==> config.mk <==
export PLATFORM = sky130hd
export DESIGN_NAME = dac_dbuf_if
export DESIGN_NICKNAME = d
export VERILOG_FILES = /design/src/rtl/dac_dbuf_pkg.sv /design/src/rtl/dac_sync.sv /design/src/rtl/dac_chan.sv /design/src/rtl/dac_setup_mon.sv /design/src/rtl/dac_dbuf_if.sv
export SDC_FILE = /design/constraint.sdc
export NUM_CORES = 1
export LEC_CHECK = 0
export BUFFER_PORTS_ARGS = -buffer_cell sky130_fd_sc_hd__buf_2
export CAP_MARGIN = 20
export CORE_UTILIZATION = 50
export CTS_BUF_LIST = sky130_fd_sc_hd__clkbuf_4 sky130_fd_sc_hd__clkbuf_8
export DETAILED_ROUTE_END_ITERATION = 16
export GPL_TIMING_DRIVEN = 1
export PLACE_DENSITY = 0.7
export RECOVER_POWER = 100
export SYNTH_ARGS = -nofsm -noshare
export SYNTH_HDL_FRONTEND = slang
export SYNTH_SLANG_ARGS = --single-unit
==> constraint.sdc <==
create_clock -name clk_i -period 2.95 [get_ports clk_i]
set_input_delay 0.295 -clock clk_i [delete_from_list [all_inputs] [get_ports clk_i]]
set_output_delay 0.295 -clock clk_i [all_outputs]
set_load 0.01 [all_outputs]
==> src/rtl/dac_dbuf_pkg.sv <==
package dac_dbuf_pkg;
  localparam int unsigned NUM_CH = 2;
  typedef enum logic {CH_A = 1'b0, CH_B = 1'b1} ch_sel_e;
endpackage

==> src/rtl/dac_sync.sv <==
module dac_sync #(
  parameter int unsigned W      = 15,
  parameter int unsigned STAGES = 2,
  parameter logic [W-1:0] RST_VAL = '0
) (
  input  logic         clk_i,
  input  logic         rst_ni,
  input  logic [W-1:0] d_i,
  output logic [W-1:0] q_o
);
  logic [W-1:0] pipe_q [STAGES];

  always_ff @(posedge clk_i or negedge rst_ni) begin
    if (!rst_ni) begin
      for (int i = 0; i < STAGES; i++) pipe_q[i] <= RST_VAL;
    end else begin
      pipe_q[0] <= d_i;
      for (int i = 1; i < STAGES; i++) pipe_q[i] <= pipe_q[i-1];
    end
  end

  assign q_o = pipe_q[STAGES-1];
endmodule

==> src/rtl/dac_chan.sv <==
module dac_chan
  import dac_dbuf_pkg::*;
#(
  parameter int unsigned DW    = 12,
  parameter ch_sel_e     CH_ID = CH_A
) (
  input  logic          clk_i,
  input  logic          rst_ni,
  input  logic [DW-1:0] data_i,
  input  logic          sel_i,
  input  logic          wr_ni,
  input  logic          ld_ni,
  output logic [DW-1:0] code_o
);
  logic          wr_hit;
  logic [DW-1:0] stage_q, held_q;

  assign wr_hit = !wr_ni && (ch_sel_e'(sel_i) == CH_ID);

  // level-sensitive pair modelled as per-edge updates while a strobe is low
  always_ff @(posedge clk_i or negedge rst_ni) begin
    if (!rst_ni) begin
      stage_q <= '0;
      held_q  <= '0;
    end else begin
      if (wr_hit) stage_q <= data_i;
      if (!ld_ni) held_q  <= wr_hit ? data_i : stage_q;
    end
  end

  assign code_o = held_q;

  p_stage_hold_r3: assert property (@(posedge clk_i) disable iff (!rst_ni)
    !wr_hit |=> $stable(stage_q));
  p_held_latched_r6: assert property (@(posedge clk_i) disable iff (!rst_ni)
    ld_ni |=> $stable(code_o));
  p_follow_stage_r4: assert property (@(posedge clk_i) disable iff (!rst_ni)
    (!ld_ni && !wr_hit) |=> (code_o == $past(stage_q)));
  p_pass_through_r5: assert property (@(posedge clk_i) disable iff (!rst_ni)
    (!ld_ni && wr_hit) |=> (code_o == $past(data_i)));
endmodule

==> src/rtl/dac_setup_mon.sv <==
module dac_setup_mon #(
  parameter int unsigned DW        = 12,
  parameter int unsigned SETUP_CYC = 4
) (
  input  logic          clk_i,
  input  logic          rst_ni,
  input  logic [DW-1:0] data_i,
  input  logic          sel_i,
  input  logic          wr_ni,
  output logic          err_o
);
  localparam int unsigned CW = $clog2(SETUP_CYC + 1);

  logic [DW:0]   watch_q;
  logic [CW-1:0] stable_q;
  logic          wr_q, err_q, changed, wr_rise;

  assign changed = ({sel_i, data_i} != watch_q);
  assign wr_rise = !wr_q && wr_ni;

  always_ff @(posedge clk_i or negedge rst_ni) begin
    if (!rst_ni) begin
      watch_q  <= '0;
      stable_q <= '0;
      wr_q     <= 1'b1;
      err_q    <= 1'b0;
    end else begin
      watch_q <= {sel_i, data_i};
      wr_q    <= wr_ni;
      if (changed)                         stable_q <= '0;
      else if (stable_q != CW'(SETUP_CYC)) stable_q <= stable_q + 1'b1;
      err_q <= wr_rise && (changed || stable_q < CW'(SETUP_CYC));
    end
  end

  assign err_o = err_q;

  p_single_pulse_r11: assert property (@(posedge clk_i) disable iff (!rst_ni)
    err_o |=> !err_o);
  p_flag_after_release_r11: assert property (@(posedge clk_i) disable iff (!rst_ni)
    $rose(err_o) |-> wr_q);
endmodule

==> src/rtl/dac_dbuf_if.sv <==
module dac_dbuf_if
  import dac_dbuf_pkg::*;
#(
  parameter int unsigned DW          = 12,
  parameter int unsigned SYNC_STAGES = 2,
  parameter int unsigned SETUP_CYC   = 4
) (
  input  logic          clk_i,
  input  logic          rst_ni,
  input  logic [DW-1:0] data_i,
  input  logic          sel_i,
  input  logic          wr_ni,
  input  logic          ld_ni,
  output logic [DW-1:0] code_a_o,
  output logic [DW-1:0] code_b_o,
  output logic          setup_err_o
);
  localparam int unsigned SW = DW + 3;
  localparam logic [SW-1:0] SYNC_RST = {1'b0, 1'b1, 1'b1, {DW{1'b0}}};

  logic [SW-1:0] raw, synced;
  logic [DW-1:0] data_s;
  logic          sel_s, wr_s, ld_s;
  logic [DW-1:0] code [NUM_CH];

  assign raw = {sel_i, wr_ni, ld_ni, data_i};
  assign {sel_s, wr_s, ld_s, data_s} = synced;

  dac_sync #(.W(SW), .STAGES(SYNC_STAGES), .RST_VAL(SYNC_RST)) u_sync (
    .clk_i, .rst_ni, .d_i(raw), .q_o(synced)
  );

  for (genvar g = 0; g < NUM_CH; g++) begin : g_ch
    dac_chan #(.DW(DW), .CH_ID(g == 0 ? CH_A : CH_B)) u_chan (
      .clk_i, .rst_ni, .data_i(data_s), .sel_i(sel_s),
      .wr_ni(wr_s), .ld_ni(ld_s), .code_o(code[g])
    );
  end

  dac_setup_mon #(.DW(DW), .SETUP_CYC(SETUP_CYC)) u_mon (
    .clk_i, .rst_ni, .data_i(data_s), .sel_i(sel_s), .wr_ni(wr_s),
    .err_o(setup_err_o)
  );

  assign code_a_o = code[0];
  assign code_b_o = code[1];

  p_reset_clear_r1: assert property (@(posedge clk_i)
    !rst_ni |-> (code_a_o == '0 && code_b_o == '0 && !setup_err_o));
endmodule

==> run metrics <==
CTS Buffer Depth 2; Synthesized Nets 205; IO Port Bufs 41; P per Cell Area 706.9 nW/um^2; critical path launch point type register; Layout fillers 529; Detail Route Antenna Nets 0; # IOs 42; Layout Skew 8.987 ps; Final WS setup 949.1 ps; die width 82.74 microns; met3 WL 122 microns; critical path peak fanout 12; CP top delay family multiplexers; post-DR vias/cell 5.009; Max-Cap Viols 0; Hold/Removal Path Class input pin to register; critical path, cell by cell nor2_1 -> clkbuf_1 -> mux2_1 -> mux2_2; kind of critical path register to register; dpl cells 302; routed wl met2 2456 microns; Ys Warns 0; post-layout minimum cycle time 2001 ps; cts bufs inserted 9; Synth Cell Area 3259 sq um; # diodes 0; Rel. slew slack 0.2903; most frequent cells in the layout dfrtp_1 (91), clkbuf_1 (26), mux2_2 (25); Avg Inst Size Synth 17.52 sq um; area grow syn2layout 12.82%; WP data arrival 2230 ps; register area share after synthesis 0.7390; slowest stage delay, CP 650 ps; Root Driver clkbuf_8; Post-CTS Setup Bufs 0; # nets final 256; Final Hold Viols 0; setup_tns 0 ps; post-DP HPWL 3140 microns; GP Congestion 0.6740; Worst-path clk slew 80 ps; uppermost layer routed met4; Residual DRC 0; Synth cell types 21; Fmax achieved 0.4998 GHz; FP Rows 29; Setup WS pre-CTS 955.5 ps; Total Routing Usage GR 0.1701; worst skew pair latency 350 ps; first-pass GRT wire length 8066 microns; finished layout cell area 3677 sq um; Metal-1 WL 2134 microns; drt pass-1 iters 2; core area 6314 sq um; commonest non-fill, non-tap cell in the layout dfrtp_1; initial antenna violation count 0; vias post-DR 1598; RSZ-0062 raised after global routing no; register area 2409 sq um; vias in the first global route 1626; outcome completed; FF+latch count, synth 96; CTS tree done; slew at the pin with the worst max-slew slack 1065 ps; WL per Instance 15.08 microns; Non-Filler Instances 319; fin crit share 0.6783; placed cell area 3561 sq um; WP buf/inv 1; total wire length 4812 microns; Static Leakage 1.628 nW; Initial Util 0.5163; Multi-input gate area 773.2 sq um; Crit. End Element register; Synth Instances 186; Required @ worst endpoint 3180 ps; Final Max Tran Viols 0; GRT Residual Overflow 0; Initial DRC Count 94; CP max stage cell clkbuf_1; count of endpoints failing setup in the final report 0; Core Util, Final 0.5824; pin count of the biggest net entering global routing 46; Die Height 82.74 microns; fraction of final layout cells with drive strength greater than 1 0.2603; Die Area 6846 sq um; CTS sink cnt 96; H-Tree Depth 3; largest vdd supply drop 0.0004367 V
## layout make-up
class / instances / share of cell area
Multi-Input combinational cell: 81 / 0.2103
Timing Repair Buffer: 45 / 0.05376
Clock inverter: 7 / 0.01701
Sequential cell: 96 / 0.6550
Clock buffer: 9 / 0.03368
Tap cell: 77 / 0.02620
Inverter: 4 / 0.004083
## where the power goes
part	internal (W)	total (W)	switching, W
Sequential	0.00146	0.00153	0.0000733
Combinational	0.000125	0.000259	0.000134
Clock	0.000384	0.000807	0.000423
Total	0.00197	0.00260	0.000630
## kinds of logic (layout without fill, tap and decap cells)
group | after synthesis | after routing | synth area share
adder cells (fa/ha/maj) | 2 | 2 | 0.007676
AND/OR/NAND/NOR | 15 | 15 | 0.02150
AO/OA/AOI/OAI | 2 | 2 | 0.004605
buffers and inverters | 9 | 65 | 0.01228
XOR/XNOR | 14 | 14 | 0.03762
flip-flops | 96 | 96 | 0.7390
multiplexers | 48 | 48 | 0.1773
## state kept, by name, indices dropped and copies added, names as in the netlist
signal	count
g_ch.u_chan.stage_q	24
u_mon.err_o	1
g_ch.u_chan.code_o	24
u_sync.q_o	15
u_mon.wr_q	1
u_mon.watch_q	13
u_sync.pipe_q	15
u_mon.stable_q	3
## Yosys cell counts
| master | instances | share of area |
|---|---|---|
| a21oi_1 | 1 | 0.0015 |
| buf_2 | 2 | 0.0031 |
| buf_4 | 1 | 0.0023 |
| clkbuf_1 | 2 | 0.0023 |
| dfrtp_1 | 91 | 0.70 |
| dfstp_2 | 5 | 0.040 |
| ha_1 | 2 | 0.0077 |
| inv_1 | 4 | 0.0046 |
| mux2_1 | 10 | 0.035 |
| mux2_2 | 28 | 0.097 |
| mux2_4 | 10 | 0.046 |
| nand2_1 | 3 | 0.0035 |
| nand2b_1 | 1 | 0.0019 |
| nand3_1 | 1 | 0.0015 |
| nand4_1 | 1 | 0.0019 |
| nor2_1 | 5 | 0.0058 |
| nor3_1 | 2 | 0.0031 |
| nor4_1 | 2 | 0.0038 |
| o211a_1 | 1 | 0.0031 |
| xnor2_1 | 1 | 0.0027 |
| xor2_1 | 13 | 0.035 |
## worst paths after layout
check	startpoint	cells after the start	slack (ps)	to
max	u_sync.q_o[14]	4	950	g_ch[0].u_chan.code_o[8]
min	wr_ni	1	40	u_sync.pipe_q[28]
max reg2reg	u_sync.q_o[14]	4	950	g_ch[0].u_chan.code_o[8]
min reg2reg	u_sync.pipe_q[26]	0	350	u_sync.q_o[11]
max in group asynchronous	rst_ni	3	1060	g_ch[0].u_chan.stage_q[11]
min in group asynchronous	rst_ni	2	670	u_mon.stable_q[2]
## per-layer routing
layer  up-vias  GRT usage
li1        724          -
met1       840     0.2311
met2        26     0.2541
met3         8    0.03626
met4         0    0.09828
met5         -          0
## stage by stage
| step | hold slack [ps] | power (W) |
|---|---|---|
| after global placement | 315.3 | 0.001851 |
| after floorplan | -0.5911 | 0.001720 |
| final | 38.90 | 0.002600 |
| after detailed placement | 326.7 | 0.001865 |
| after CTS | 19.76 | 0.002677 |
| after global routing | 16.88 | 0.002746 |
## what timing repair did
item | 4_1_cts | 5_1_grt
hold endpoints to repair | 40 | 0
gates resized for setup | 0 | 0
endpoints found under the setup margin | 0 | 0
hold buffers | 1 | 0
Note: power is estimated with default switching activity, not from simulation.
